### config.mk
export PLATFORM = sky130hd
export DESIGN_NAME = adc_rd_ctrl
export DESIGN_NICKNAME = d
export VERILOG_FILES = /design/src/rtl/adc_rd_pkg.sv /design/src/rtl/rd_sync.sv /design/src/rtl/rd_sclk_gen.sv /design/src/rtl/rd_shift_in.sv /design/src/rtl/adc_rd_ctrl.sv
export SDC_FILE = /design/constraint.sdc
export NUM_CORES = 1
export LEC_CHECK = 0
export BUFFER_PORTS_ARGS = -buffer_cell sky130_fd_sc_hd__buf_4
export CAP_MARGIN = 40
export CORE_UTILIZATION = 50
export CTS_CLUSTER_DIAMETER = 150
export CTS_CLUSTER_SIZE = 40
export DETAILED_ROUTE_END_ITERATION = 12
export PLACE_DENSITY = 0.71
export SYNTH_ARGS = -nofsm -noshare
export SYNTH_HDL_FRONTEND = slang
export SYNTH_HIERARCHICAL = 1
export SYNTH_SLANG_ARGS = --single-unit
### constraint.sdc
create_clock -name clk -period 5.15 [get_ports clk]
set_input_delay 1.03 -clock clk [delete_from_list [all_inputs] [get_ports clk]]
set_output_delay 1.03 -clock clk [all_outputs]
set_load 0.01 [all_outputs]
### src/rtl/adc_rd_pkg.sv
// Shared types for the serial ADC readout controller.
// Assumes: a single clock domain for the sequencer; converter signals are external.
package adc_rd_pkg;

    typedef enum logic [2:0] {
        ST_RST   = 3'd0,   // converter reset pulse
        ST_CAL   = 3'd1,   // polling EOC for calibration end
        ST_IDLE  = 3'd2,   // ready for a host request
        ST_START = 3'd3,   // start pulse to converter
        ST_WHI   = 3'd4,   // wait for EOC to rise
        ST_WLO   = 3'd5,   // wait for EOC to fall (result ready)
        ST_XFER  = 3'd6,   // serial frame running
        ST_DONE  = 3'd7    // latch result
    } rd_state_e;

endpackage

### src/rtl/rd_sync.sv
// Multi-flop synchronizer for one asynchronous level.
// Assumes: STAGES >= 2; INIT is the reset value held in every stage.
module rd_sync #(
    parameter int   STAGES = 2,
    parameter logic INIT   = 1'b1
) (
    input  logic clk,
    input  logic rst_n,
    input  logic d,
    output logic q
);

    logic [STAGES-1:0] ff;

    // Shift the asynchronous level through the flop chain.
    always_ff @(posedge clk) begin
        if (!rst_n) ff <= {STAGES{INIT}};
        else        ff <= {ff[STAGES-2:0], d};
    end

    assign q = ff[STAGES-1];

endmodule

### src/rtl/rd_sclk_gen.sv
// Serial clock divider. While run is high, SCLK toggles every eff_half cycles,
// starting low. rise_t and fall_t are high in the cycle whose edge moves SCLK.
// Assumes: half of zero is treated as one (divide by two).
module rd_sclk_gen #(
    parameter int HALF_W = 8
) (
    input  logic              clk,
    input  logic              rst_n,
    input  logic              run,
    input  logic [HALF_W-1:0] half,
    output logic              sclk,
    output logic              rise_t,
    output logic              fall_t
);

    logic [HALF_W-1:0] cnt;
    logic [HALF_W-1:0] eff_half;
    logic              tick;

    // Clamp the half period to at least one cycle.
    always_comb eff_half = (half == '0) ? HALF_W'(1) : half;

    // Terminal count of the half-period counter.
    always_comb tick = run && (cnt == (eff_half - HALF_W'(1)));

    assign rise_t = tick && !sclk;
    assign fall_t = tick &&  sclk;

    // Half-period counter and SCLK register; both park at zero when idle.
    always_ff @(posedge clk) begin
        if (!rst_n || !run) begin
            cnt  <= '0;
            sclk <= 1'b0;
        end else if (tick) begin
            cnt  <= '0;
            sclk <= !sclk;
        end else begin
            cnt  <= cnt + HALF_W'(1);
        end
    end

    // SCLK must sit low the cycle after the divider is stopped.
    p_sclk_parks_r5: assert property (@(posedge clk) disable iff (!rst_n)
        !run |=> !sclk);

endmodule

### src/rtl/rd_shift_in.sv
// Serial capture of one frame. Counts falling SCLK edges; from the second
// SCLK period on, samples din on the rising edge (slow) or the falling edge
// (fast). frame_end flags the falling edge that completes WORD_W+1 periods.
// Assumes: active is held high for the whole frame and low between frames.
module rd_shift_in #(
    parameter int WORD_W = 16
) (
    input  logic              clk,
    input  logic              rst_n,
    input  logic              active,
    input  logic              fast,
    input  logic              rise_t,
    input  logic              fall_t,
    input  logic              din,
    output logic [WORD_W-1:0] word,
    output logic              frame_end
);

    localparam int CNT_W = $clog2(WORD_W + 2);

    logic [CNT_W-1:0] fall_cnt;
    logic [CNT_W-1:0] cap_cnt;
    logic             cap;

    // Select the capture edge; the first period only launches the MSB.
    always_comb cap = active && (fall_cnt != '0) && (fast ? fall_t : rise_t);

    assign frame_end = active && fall_t && (fall_cnt == CNT_W'(WORD_W));

    // Falling-edge and capture counters for the current frame.
    always_ff @(posedge clk) begin
        if (!rst_n || !active) begin
            fall_cnt <= '0;
            cap_cnt  <= '0;
        end else begin
            if (fall_t) fall_cnt <= fall_cnt + CNT_W'(1);
            if (cap)    cap_cnt  <= cap_cnt + CNT_W'(1);
        end
    end

    // Shift register, MSB first.
    always_ff @(posedge clk) begin
        if (!rst_n)   word <= '0;
        else if (cap) word <= {word[WORD_W-2:0], din};
    end

    // Never more captures than bits in the word.
    p_cap_bound_r6: assert property (@(posedge clk) disable iff (!rst_n)
        cap_cnt <= CNT_W'(WORD_W));

    // By frame end, all but possibly the last capture are done.
    p_cap_full_r7: assert property (@(posedge clk) disable iff (!rst_n)
        frame_end |-> (cap_cnt >= CNT_W'(WORD_W - 1)));

endmodule

### src/rtl/adc_rd_ctrl.sv
// Serial ADC readout controller (top). Sequences converter reset and
// calibration, issues start pulses gated by the converter clock, polls the
// synchronized EOC, and runs one serial frame per conversion.
// Assumes: RST_CYC > SYNC_STAGES so the raised EOC is seen before polling,
// START_CYC system cycles cover at least one low phase of adc_clk.
module adc_rd_ctrl
    import adc_rd_pkg::*;
#(
    parameter int WORD_W      = 16,
    parameter int HALF_W      = 8,
    parameter int RST_CYC     = 4,
    parameter int START_CYC   = 4,
    parameter int SYNC_STAGES = 2
) (
    input  logic              clk,
    input  logic              rst_n,
    input  logic              host_start,
    input  logic              fast_mode,
    input  logic [HALF_W-1:0] sclk_half,
    input  logic              adc_clk,
    input  logic              adc_eoc,
    input  logic              adc_dout,
    output logic              host_busy,
    output logic              host_valid,
    output logic [WORD_W-1:0] host_data,
    output logic              adc_rst_n,
    output logic              adc_start_n,
    output logic              adc_cs_n,
    output logic              adc_sclk
);

    localparam int TMR_MAX = (RST_CYC > START_CYC) ? RST_CYC : START_CYC;
    localparam int TMR_W   = $clog2(TMR_MAX + 1);

    rd_state_e         state;
    logic [TMR_W-1:0]  tmr;
    logic              cal_done;
    logic              valid_q;
    logic [WORD_W-1:0] result_q;
    logic              eoc_s;
    logic              sclk_run;
    logic              rise_t;
    logic              fall_t;
    logic              frame_end;
    logic [WORD_W-1:0] shift_word;

    rd_sync #(.STAGES(SYNC_STAGES), .INIT(1'b1)) u_eoc_sync (
        .clk   (clk),
        .rst_n (rst_n),
        .d     (adc_eoc),
        .q     (eoc_s)
    );

    rd_sclk_gen #(.HALF_W(HALF_W)) u_sclk (
        .clk    (clk),
        .rst_n  (rst_n),
        .run    (sclk_run),
        .half   (sclk_half),
        .sclk   (adc_sclk),
        .rise_t (rise_t),
        .fall_t (fall_t)
    );

    rd_shift_in #(.WORD_W(WORD_W)) u_shift (
        .clk       (clk),
        .rst_n     (rst_n),
        .active    (sclk_run),
        .fast      (fast_mode),
        .rise_t    (rise_t),
        .fall_t    (fall_t),
        .din       (adc_dout),
        .word      (shift_word),
        .frame_end (frame_end)
    );

    // Output decode from the state register.
    always_comb begin
        sclk_run    = (state == ST_XFER);
        adc_cs_n    = !sclk_run;
        adc_rst_n   = (state != ST_RST);
        host_busy   = (state != ST_IDLE);
        adc_start_n = (state != ST_START) || adc_clk;
    end

    assign host_valid = valid_q;
    assign host_data  = result_q;

    // Main sequencer: reset pulse, calibration poll, start, EOC poll, frame.
    always_ff @(posedge clk) begin
        if (!rst_n) begin
            state    <= ST_RST;
            tmr      <= '0;
            cal_done <= 1'b0;
            valid_q  <= 1'b0;
            result_q <= '0;
        end else begin
            valid_q <= 1'b0;
            case (state)
                ST_RST: begin
                    if (tmr == TMR_W'(RST_CYC - 1)) begin
                        tmr   <= '0;
                        state <= ST_CAL;
                    end else begin
                        tmr <= tmr + TMR_W'(1);
                    end
                end
                ST_CAL: begin
                    if (!eoc_s) begin
                        cal_done <= 1'b1;
                        state    <= ST_IDLE;
                    end
                end
                ST_IDLE: begin
                    if (host_start) begin
                        tmr   <= '0;
                        state <= ST_START;
                    end
                end
                ST_START: begin
                    if (tmr == TMR_W'(START_CYC - 1)) begin
                        tmr   <= '0;
                        state <= ST_WHI;
                    end else begin
                        tmr <= tmr + TMR_W'(1);
                    end
                end
                ST_WHI:  if (eoc_s)     state <= ST_WLO;
                ST_WLO:  if (!eoc_s)    state <= ST_XFER;
                ST_XFER: if (frame_end) state <= ST_DONE;
                ST_DONE: begin
                    result_q <= shift_word;
                    valid_q  <= 1'b1;
                    state    <= ST_IDLE;
                end
                default: state <= ST_RST;
            endcase
        end
    end

    // SCLK from the divider stays low outside frames.
    p_cs_sclk_r5: assert property (@(posedge clk) disable iff (!rst_n)
        adc_cs_n |-> !adc_sclk);

    // Strobe is a single cycle.
    p_valid_pulse_r8: assert property (@(posedge clk) disable iff (!rst_n)
        valid_q |=> !valid_q);

    // No start pulse before calibration has completed.
    p_start_after_cal_r2: assert property (@(posedge clk) disable iff (!rst_n)
        (state == ST_START) |-> cal_done);

    // Chip select falls only when synchronized EOC reports done.
    p_cs_waits_eoc_r4: assert property (@(posedge clk) disable iff (!rst_n)
        $fell(adc_cs_n) |-> !eoc_s);

    // A request during a frame does not disturb it.
    p_busy_ignore_r9: assert property (@(posedge clk) disable iff (!rst_n)
        (state == ST_XFER && host_start && !frame_end) |=> (state == ST_XFER));

    // Start low level never coincides with a high converter clock.
    p_start_gated_r3: assert property (@(posedge clk) disable iff (!rst_n)
        adc_clk |-> adc_start_n);

endmodule

==> impl.org, run 1 <==
** Timing
- The number of hold violations in the final report is 0.
- Unrepaired setup endpoints after global routing :: false
- At the pin with the least slew margin, the transition time is between 0.8 and 0.9 ns.
- Accumulated negative setup slack :: 0 ns
- Number of setup violations in the final report :: 0
- Max Slew Vio Count :: 0
- Crit path time final :: a little under 4 ns
- The clock arrives with 0.0103 ns of skew.
- Slew headroom :: 42.6%
- Of the available clock period, the critical path in the final layout requires between 70% and 80%.
- For this run, the top clock speed supported by timing is 258 MHz.

** Route
- In the final routed layout, each cell accounts on average for 11.4 microns.
- Summing over every cut layer, the via total after detailed routing is ~1.9k.
- After detailed routing, the total wire length is ~4.3 mm.
- Antenna-violating nets left :: 0
- After detailed routing, the number of remaining DRC violations is 0.
- In the routed layout, each cell is associated on average with a via count of 4.99.
- Detailed Route Iter0 Violations :: 119
- Total iterations of the first detailed-routing run :: 4

** Critical path
- The slowest stage of the critical path belongs to the cell sky130_fd_sc_hd__nor3_1.
- Type of the setup path with the least slack :: primary input to flop
- The signal on the critical path passes through buf_4 -> nor2_1 -> a31oi_1 -> ha_1 -> nand2_1 -> or2_2 -> o211ai_1 -> nand4_2 -> nor3_1 -> nand2b_4 -> o2111ai_4 -> mux2i_1.
- Arrival time reported for the critical path endpoint :: roughly 4 ns
- Worst Setup Start Kind :: primary input
- Of all nets on the critical path, the largest fanout is 16.
- On the worst path, the slowest cell contributes a delay of roughly 0.73 ns.
- For the worst setup path, the data required time is around 5.3 ns.
- Kind of capture point of the worst setup path :: flop

** Logic synthesis
- The synthesized netlist contains 44 unique library cells.
- Proportion of register bits with asynchronous set or reset after synthesis :: 0%
- Sorting the synthesized cells by how often they occur yields 63 x sky130_fd_sc_hd__nand2_1, 55 x sky130_fd_sc_hd__dfxtp_1, 17 x sky130_fd_sc_hd__mux2i_1, 17 x sky130_fd_sc_hd__nor2_1, 16 x sky130_fd_sc_hd__a21boi_1.
- For this run, the number of Yosys warnings is 6.
- Of the total synthesized cell area, the portion taken by full adders, half adders and majority gates is approximately 2.5%.
- Counting flops with a built-in enable in the synthesized netlist gives 0.
- Dividing the synthesized area by the synthesized cell count gives ~9 sq um.
- The synthesized netlist devotes between 20% and 30% of its cell area to simple gates.
- Count leader, synth :: sky130_fd_sc_hd__nand2_1
- The cell count after synthesis came out at between 200 and 300.
- Proportion of synthesized chip area in sequential cells :: around 43%
- The synthesized netlist devotes 13.2% of its cell area to compound gates.
- Top FF cell, synth :: sky130_fd_sc_hd__dfxtp_1
- Largest cells by area after synthesis :: sky130_fd_sc_hd__dfxtp_1 43%, sky130_fd_sc_hd__nand2_1 9.3%, sky130_fd_sc_hd__mux2i_1 6.7%
- Fraction of synthesized cell area in xor and xnor cells :: under 10%
- Synth Net Count :: about 300
- Measured against the total synthesized area, the mux share comes to under 10%.
- Largest family of logic cells by synthesized area :: simple AND/OR/NAND/NOR gates
- Summing every instance area after synthesis gives roughly 2500 sq um.
- The largest total area in the synthesized netlist belongs to sky130_fd_sc_hd__dfxtp_1.
- After synthesis the netlist holds a flip-flop and latch count of between 50 and 60.
- Top cell type's share of synthesized area :: between 40% and 50%

** Floorplan
- The floorplan step defined a die boundary enclosing roughly 5400 sq um.
- From left edge to right edge, the die measures around 73 microns.
- Starting Density :: 52.9%
- The region available for standard cell placement spans ~4800 sq um.
- Pin placement for this block handled 37 I/O pins.
- Row Count :: 25
- Vertical die dimension :: around 73 microns

** Global routing
- The first global-routing pass estimated a little over 7 mm of wire.
- Entering global routing, the biggest net connects 47 pins.
- Number of global-route vias before repair :: 1653
- The initial antenna violation count came to 0.
- GRT Residual Overflow :: 0
- Overall Global Routing Usage :: between 15 and 20%

** Power
- Total leakage power :: roughly 1.2 nW
- The design draws approximately 0.80 mW.
- Across the VDD grid, the largest voltage drop is between 0.00015 and 0.0002 V.
- For this design the ratio of total power to cell area is 275 nW/um^2.

** Clock network
- The clock net in this run drives a total of 55 sinks.
- In this run the post-CTS setup repair buffer count came out at 0.
- CTS tree :: yes
- In this run the deepest clock path goes through 2 buffers.
- The later pin in the worst-skew pair is clocked with a latency of between 0.3 and 0.4 ns.
- The cell sitting at the root of the clock tree is a sky130_fd_sc_hd__clkbuf_8.
- CTS resizes :: 0
- After clock tree synthesis, the clock-pin slew on the worst setup and hold paths is ~0.1 ns.
- After clock tree synthesis, the flow added hold-fix buffers numbering 0.
- The number of clock buffers added by TritonCTS is 5.
- In this run the number of H-tree levels came out at 2.

** Cells and area
- Post-layout net count :: approximately 330
- Cells with a size suffix above 1 make up roughly 16% of the layout.
- The layout has about 450 filler cells.
- Final antenna diode count :: 0
- P&R area growth vs syn :: 15.1%

** Place
- Detailed Place HPWL :: roughly 3.0 mm
- RePlAce Congestion :: around 0.81
- Port Buffers :: 36

** Worst hold path
- The min-delay analysis places its worst path in the category flop to flop.

** Job
- Number of maximum-capacitance violations :: 0

** Status
- Status :: completed
per-stage QoR:
step | util, % | hold slack [ns] | instances | setup slack [ns] | instance area (sq um)
5_1_grt | 60.9 | 0.436 | 379 | 1.00 | 2910
3_3_place_gp | 58.6 | 0.394 | 371 | 1.10 | 2800
2_1_floorplan | - | 0.386 | 282 | 1.57 | 2530
4_1_cts | 60.9 | 0.431 | 379 | 1.34 | 2910
6_report | 60.9 | 0.426 | 379 | 1.28 | 2910
3_5_place_dp | 58.6 | 0.405 | 371 | 1.01 | 2800
state kept, by name, indices dropped and copies added, names as in the netlist, 2 cells and up:
name and cells:
u_sclk/cnt 8, u_eoc_sync/ff 2, u_shift/fall_cnt 5, host_data 16, u_shift/word 16, tmr 3, state 3
worst max-delay path, delay by kind of cell:
| family | cells | cell delay (ns) |
|---|---|---|
| mux | 1 | 0.23 |
| compound gates | 3 | 0.76 |
| simple gates | 6 | 1.61 |
| buf+inv | 1 | 0.11 |
| fa+ha+maj | 1 | 0.31 |
cells in the final DEF, fill, tap and decap left out, drive strengths merged, types with 3 or more instances in the layout:
cell type and instances:
buf 36, o22ai 3, ha 5, nand3 7
xnor2 8, a21oi 3, clkbuf 6, or3 3
a21boi 16, and3 3, inv 10, nand2b 5
nand2 63, xor2 10, o211ai 3, o21a 3
nor3 5, dfxtp 55, o21ai 3, nor2 17
nor2b 5, mux2i 17, nand4 4
final cells by class:
class / instances / area [sq um] / share of cell area [%]
repair buffers: 36 / 270 / 9.27
clock buffers: 6 / 72.6 / 2.49
clock inverters: 2 / 38.8 / 1.33
inverters: 9 / 33.8 / 1.16
multi-input cells: 204 / 1310 / 45.1
flip-flops and latches: 55 / 1100 / 37.8
well taps: 67 / 83.8 / 2.88
where the power goes:
group / internal, mW / leakage (nW) / switching, mW
Combinational: 0.0373 / 0.716 / 0.0362
Clock: 0.147 / 0.0558 / 0.137
Sequential: 0.435 / 0.444 / 0.00947
path summary, 6_finish.rpt:
kind | slack, ns | endpoint | depth (start not counted) | startpoint
setup / recovery | 1.28 | u_shift/word[13] | 12 | sclk_half[2]
hold / removal | 0.43 | u_eoc_sync/ff[1] | 1 | u_eoc_sync/ff[0]
setup reg to reg | 1.83 | u_shift/word[13] | 10 | state[1]
hold reg to reg | 0.43 | u_eoc_sync/ff[1] | 1 | u_eoc_sync/ff[0]
routing by layer:
layer | global-route usage (%) | wire length (microns) | up-vias
li1 | - | - | 1010
met4 | 6.75 | 42 | 0
met2 | 25.9 | 1830 | 40
met5 | 0 | 0 | -
met3 | 5.11 | 179 | 4
met1 | 23.5 | 2280 | 839
logic make-up (layout without fill, tap and decap cells):
kind of cell,count (synthesis),count (layout)
xor gates and xnor gates,18,18
adders and majority gates,5,5
DFF,55,55
and+or+nand+nor,123,123
AOI/OAI and AO/OA,41,41
buffers and inverters,23,53
muxes,17,17
(Power assumes the default switching activity.)
==> run 2: changes to the inputs <==
--- a/config.mk
+++ b/config.mk
@@ -5,13 +5,14 @@
 export SDC_FILE = /design/constraint.sdc
 export NUM_CORES = 1
 export LEC_CHECK = 0
+export ABC_AREA = 1
 export BUFFER_PORTS_ARGS = -buffer_cell sky130_fd_sc_hd__buf_4
 export CAP_MARGIN = 40
 export CORE_UTILIZATION = 50
 export CTS_CLUSTER_DIAMETER = 150
 export CTS_CLUSTER_SIZE = 40
 export DETAILED_ROUTE_END_ITERATION = 12
-export PLACE_DENSITY = 0.71
+export PLACE_DENSITY = 0.7
 export SYNTH_ARGS = -nofsm -noshare
 export SYNTH_HDL_FRONTEND = slang
 export SYNTH_HIERARCHICAL = 1
==> constraint.sdc (replaced) <==
create_clock -name clk -period 4 [get_ports clk]
set_input_delay 0.8 -clock clk [delete_from_list [all_inputs] [get_ports clk]]
set_output_delay 0.8 -clock clk [all_outputs]
set_load 0.01 [all_outputs]
==> run 2 against run 1 <==
Effect of this change:
- flip-flop and latch count unchanged
- clock-buffer cell count decreased by 1
- area after synthesis increased by 18%
- first-iteration DRC count decreased by 29%
- non-clock buffer count increased by 3
- core utilization decreased by 1.2 points
- power increased by 28%
- die area increased by 17%
- sequential power increased by 29%
==> impl.org, run 2 <==
** Route
- Routed via count :: 2625
- In the final routed layout, each cell accounts on average for 10.9 microns.
- Detailed Route Iter0 Violations :: 84
- Total iterations of the first detailed-routing run :: 4
- DRC Markers :: 0
- Mean number of vias per cell :: about 5
- The count of nets left with antenna violations once routing finished came out at 0.
- Total length of routed wires :: roughly 5.7 mm

** Logic synthesis
- Top cell type's share of synthesized area :: a little under two fifths
- Summing every instance area after synthesis gives 2990 sq um.
- Synth Area per Inst :: 7.11 sq um
- Multiplexer cells account for 0% of the synthesized area.
- For this run, asynchronously set or reset flops after synthesis account for 0%.
- Fraction of synthesized cell area in xor and xnor cells :: between 3 and 4%
- Synthesis instantiated 31 different standard cells from the library.
- In the synthesized netlist the dominant register cell turns out to be sky130_fd_sc_hd__dfxtp_1.
- Post-synthesis cell type with the largest combined area :: sky130_fd_sc_hd__dfxtp_1
- After synthesis, the largest family of logic cells by area is simple AND/OR/NAND/NOR gates.
- Of the synthesized area, sequential elements account for a little under two fifths.
- Compound-gate portion of the synthesized area :: a little over 5%
- Ys Warns :: 6
- Synthesis handed over a netlist of 420 instances.
- Most common library cells after synthesis :: 81 x sky130_fd_sc_hd__nand2_1, 55 x sky130_fd_sc_hd__dfxtp_1, 49 x sky130_fd_sc_hd__inv_1
- Count leader, synth :: sky130_fd_sc_hd__nand2_1
- Post-synthesis share of cell area spent on and, or, nand and nor gates :: 41.5%
- Post-synthesis register bit count :: 55
- Yosys attributes the largest share of cell area to sky130_fd_sc_hd__dfxtp_1 37%, sky130_fd_sc_hd__nand2_1 10%, sky130_fd_sc_hd__nand3_1 6.4%.
- Counting flops with a built-in enable in the synthesized netlist gives 0.
- Synth Net Count :: 440
- Area share of fa/ha/maj cells after synthesis :: under 10%

** Global routing
- The first global-routing pass estimated roughly 10 mm of wire.
- Overall Global Routing Usage :: between 20% and 30%
- Number of global-route vias before repair :: approximately 2.4k
- The initial antenna violation count was 0.
- GRT Residual Overflow :: 0
- Largest net degree at the start of global routing :: 26

** Power
- IR drop worst, VDD :: between 0.0002 and 0.00025 V
- Power, Total :: around 1 mW
- In this run the power density over the cells is 304 nW/um^2.
- For this design the static power due to leakage is 1.42 nW.

** Place
- The number of placed instances, taps included, is 515.
- Port Buffers :: 36
- Once detailed placement completed, the half-perimeter wirelength came to 4.22 mm.
- RePlAce Congestion :: 0.864

** Cells and area
- Final antenna diode count :: 0
- P&R area growth vs syn :: 12.8%
- Most common library cell in the layout ignoring fill and taps :: sky130_fd_sc_hd__nand2_1
- Top library cells by usage in the layout, fill and taps aside :: 81 x sky130_fd_sc_hd__nand2_1, 55 x sky130_fd_sc_hd__dfxtp_1, 49 x sky130_fd_sc_hd__inv_1
- Area used by sequential logic in the layout :: around 1100 sq um
- Layout cell share with drive strength beyond 1 :: between 20% and 30%
- Final Instance Count excl. Fillers :: 523
- The multi-input combinational cells in the finished layout cover a total of ~1600 sq um.
- Post-layout net count :: 470
- After filler insertion, the fill cell instance count of the layout stands at 556.

** Critical path
- Data arrives at the worst endpoint at between 3 and 4 ns.
- Kind of capture point of the worst setup path :: flop
- Type of the setup path with the least slack :: primary input to flop
- Worst path required time :: between 4 and 5 ns
- Along the worst path, the maximum fanout reaches 8.
- The worst setup path is launched from a primary input.

** Clock network
- Clock tree synthesis inserted a total of 5 buffers.
- Clock network latency to the later pin of the worst-skew pair :: about 0.31 ns
- Number of hold-repair buffers added at the cts stage :: 0
- Total clock sinks :: between 50 and 60
- Reg clk slew, reported paths :: ~0.1 ns
- In this run the clock root is driven by a sky130_fd_sc_hd__clkbuf_8.
- Deepest level of the CTS H-tree :: 2
- Counting along the longest clock path gives a buffer depth of 2.
- TritonCTS built the clock tree.
- Post-CTS timing repair inserted 0 buffers for setup.
- CTS resizes :: 0

** Floorplan
- Starting Density :: 52.9%
- The floorplan step set the die height to roughly 80 microns.
- Die width :: around 79 microns
- Placeable core region :: about 5600 sq um
- For this design the top-level I/O count stands at 37.
- Row Count :: 27
- The die covers ~6300 sq um.

** Timing
- Period utilization :: between 80% and 90%
- Between clock sinks in the finished design, the worst skew comes to ~0.011 ns.
- Number of setup violations in the final report :: 0
- Unrepaired setup endpoints after global routing :: false
- Crit path time final :: around 3.2 ns
- Max Clock Freq :: approximately 310 MHz
- Measured against its own limit, the worst slew margin works out to 51.5%.
- Max Slew Vio Count :: 0
- The number of hold violations in the final report was 0.
- Summed over all failing endpoints, the final setup total negative slack is 0 ns.
- Slew at the pin closest to its max-slew limit :: 0.727 ns

** Job
- Number of maximum-capacitance violations :: 0

** Status
- The flow ran to the end, and the final reports show no timing, DRC or antenna violations.

** Worst hold path
- The tightest min-delay check is of the flop to flop type.
## run 2: critical path, stage by stage
cell and delay (ns):
sky130_fd_sc_hd__buf_4 0.12, sky130_fd_sc_hd__inv_2 0.05, sky130_fd_sc_hd__nand2_1 0.04, sky130_fd_sc_hd__nor2_1 0.17, sky130_fd_sc_hd__nand2_4 0.10, sky130_fd_sc_hd__nand2_4 0.08
sky130_fd_sc_hd__inv_4 0.04, sky130_fd_sc_hd__ha_1 0.24, sky130_fd_sc_hd__inv_1 0.12, sky130_fd_sc_hd__nand2_1 0.06, sky130_fd_sc_hd__nand3_1 0.09, sky130_fd_sc_hd__nand4_1 0.08
sky130_fd_sc_hd__nor2_1 0.12, sky130_fd_sc_hd__nand4_1 0.11, sky130_fd_sc_hd__nor3_1 0.14, sky130_fd_sc_hd__buf_4 0.19, sky130_fd_sc_hd__nand3_1 0.08, sky130_fd_sc_hd__nor2_1 0.15
sky130_fd_sc_hd__inv_1 0.06, sky130_fd_sc_hd__nand4_1 0.08, sky130_fd_sc_hd__nand2_1 0.06, sky130_fd_sc_hd__nor2_2 0.15, sky130_fd_sc_hd__nand2_1 0.09, sky130_fd_sc_hd__nand2_1 0.07
sky130_fd_sc_hd__a21oi_1 0.06
## run 2: report_power, final
group / internal [mW] / leakage (nW) / total (mW) / switching, mW
Sequential: 0.559 / 0.444 / 0.573 / 0.0140
Clock: 0.130 / 0.0467 / 0.326 / 0.196
Combinational: 0.0502 / 0.931 / 0.124 / 0.0738
## run 2: final timing paths
path | from | endpoint | slack, ns | cells after the start
max | sclk_half[1] | state[2] | 0.80 | 25
min | u_eoc_sync/ff[0] | u_eoc_sync/ff[1] | 0.43 | 2
max reg2reg | state[1] | state[2] | 1.39 | 17
min reg2reg | u_eoc_sync/ff[0] | u_eoc_sync/ff[1] | 0.43 | 2
## run 2: logic make-up (layout without fill, tap and decap cells)
group	after synthesis	count (layout)
AND/OR/NAND/NOR	245	245
buffers and inverters	74	105
flip-flops	55	55
AO/OA/AOI/OAI	29	29
XOR/XNOR	12	12
adder cells (fa/ha/maj)	5	5
## run 2: final cells by class
class | count | share of cell area, %
Clock inverter | 3 | 0.817
Multi-Input combinational cell | 291 | 46.5
Timing Repair Buffer | 39 | 8.69
Inverter | 58 | 6.54
Sequential cell | 55 | 32.7
Clock buffer | 5 | 2.04
Tap cell | 72 | 2.67
## run 2: per-stage QoR
stage | worst slack (ns) | hold slack (ns) | area [sq um] | util [%]
6_report | 0.800 | 0.427 | 3370 | 59.7
3_3_place_gp | 0.608 | 0.391 | 3270 | 58.0
3_5_place_dp | 0.466 | 0.401 | 3270 | 58.0
2_1_floorplan | 0.949 | 0.380 | 2990 | -
4_1_cts | 0.804 | 0.427 | 3370 | 59.7
5_1_grt | 0.495 | 0.448 | 3370 | 59.7
## run 2: layer usage
layer,wire length [microns],track usage (%),vias up
li1,-,-,1391
met1,2860,26.2,1189
met2,2610,34.4,40
met3,211,3.56,5
met4,42,4.36,0
met5,0,0,-
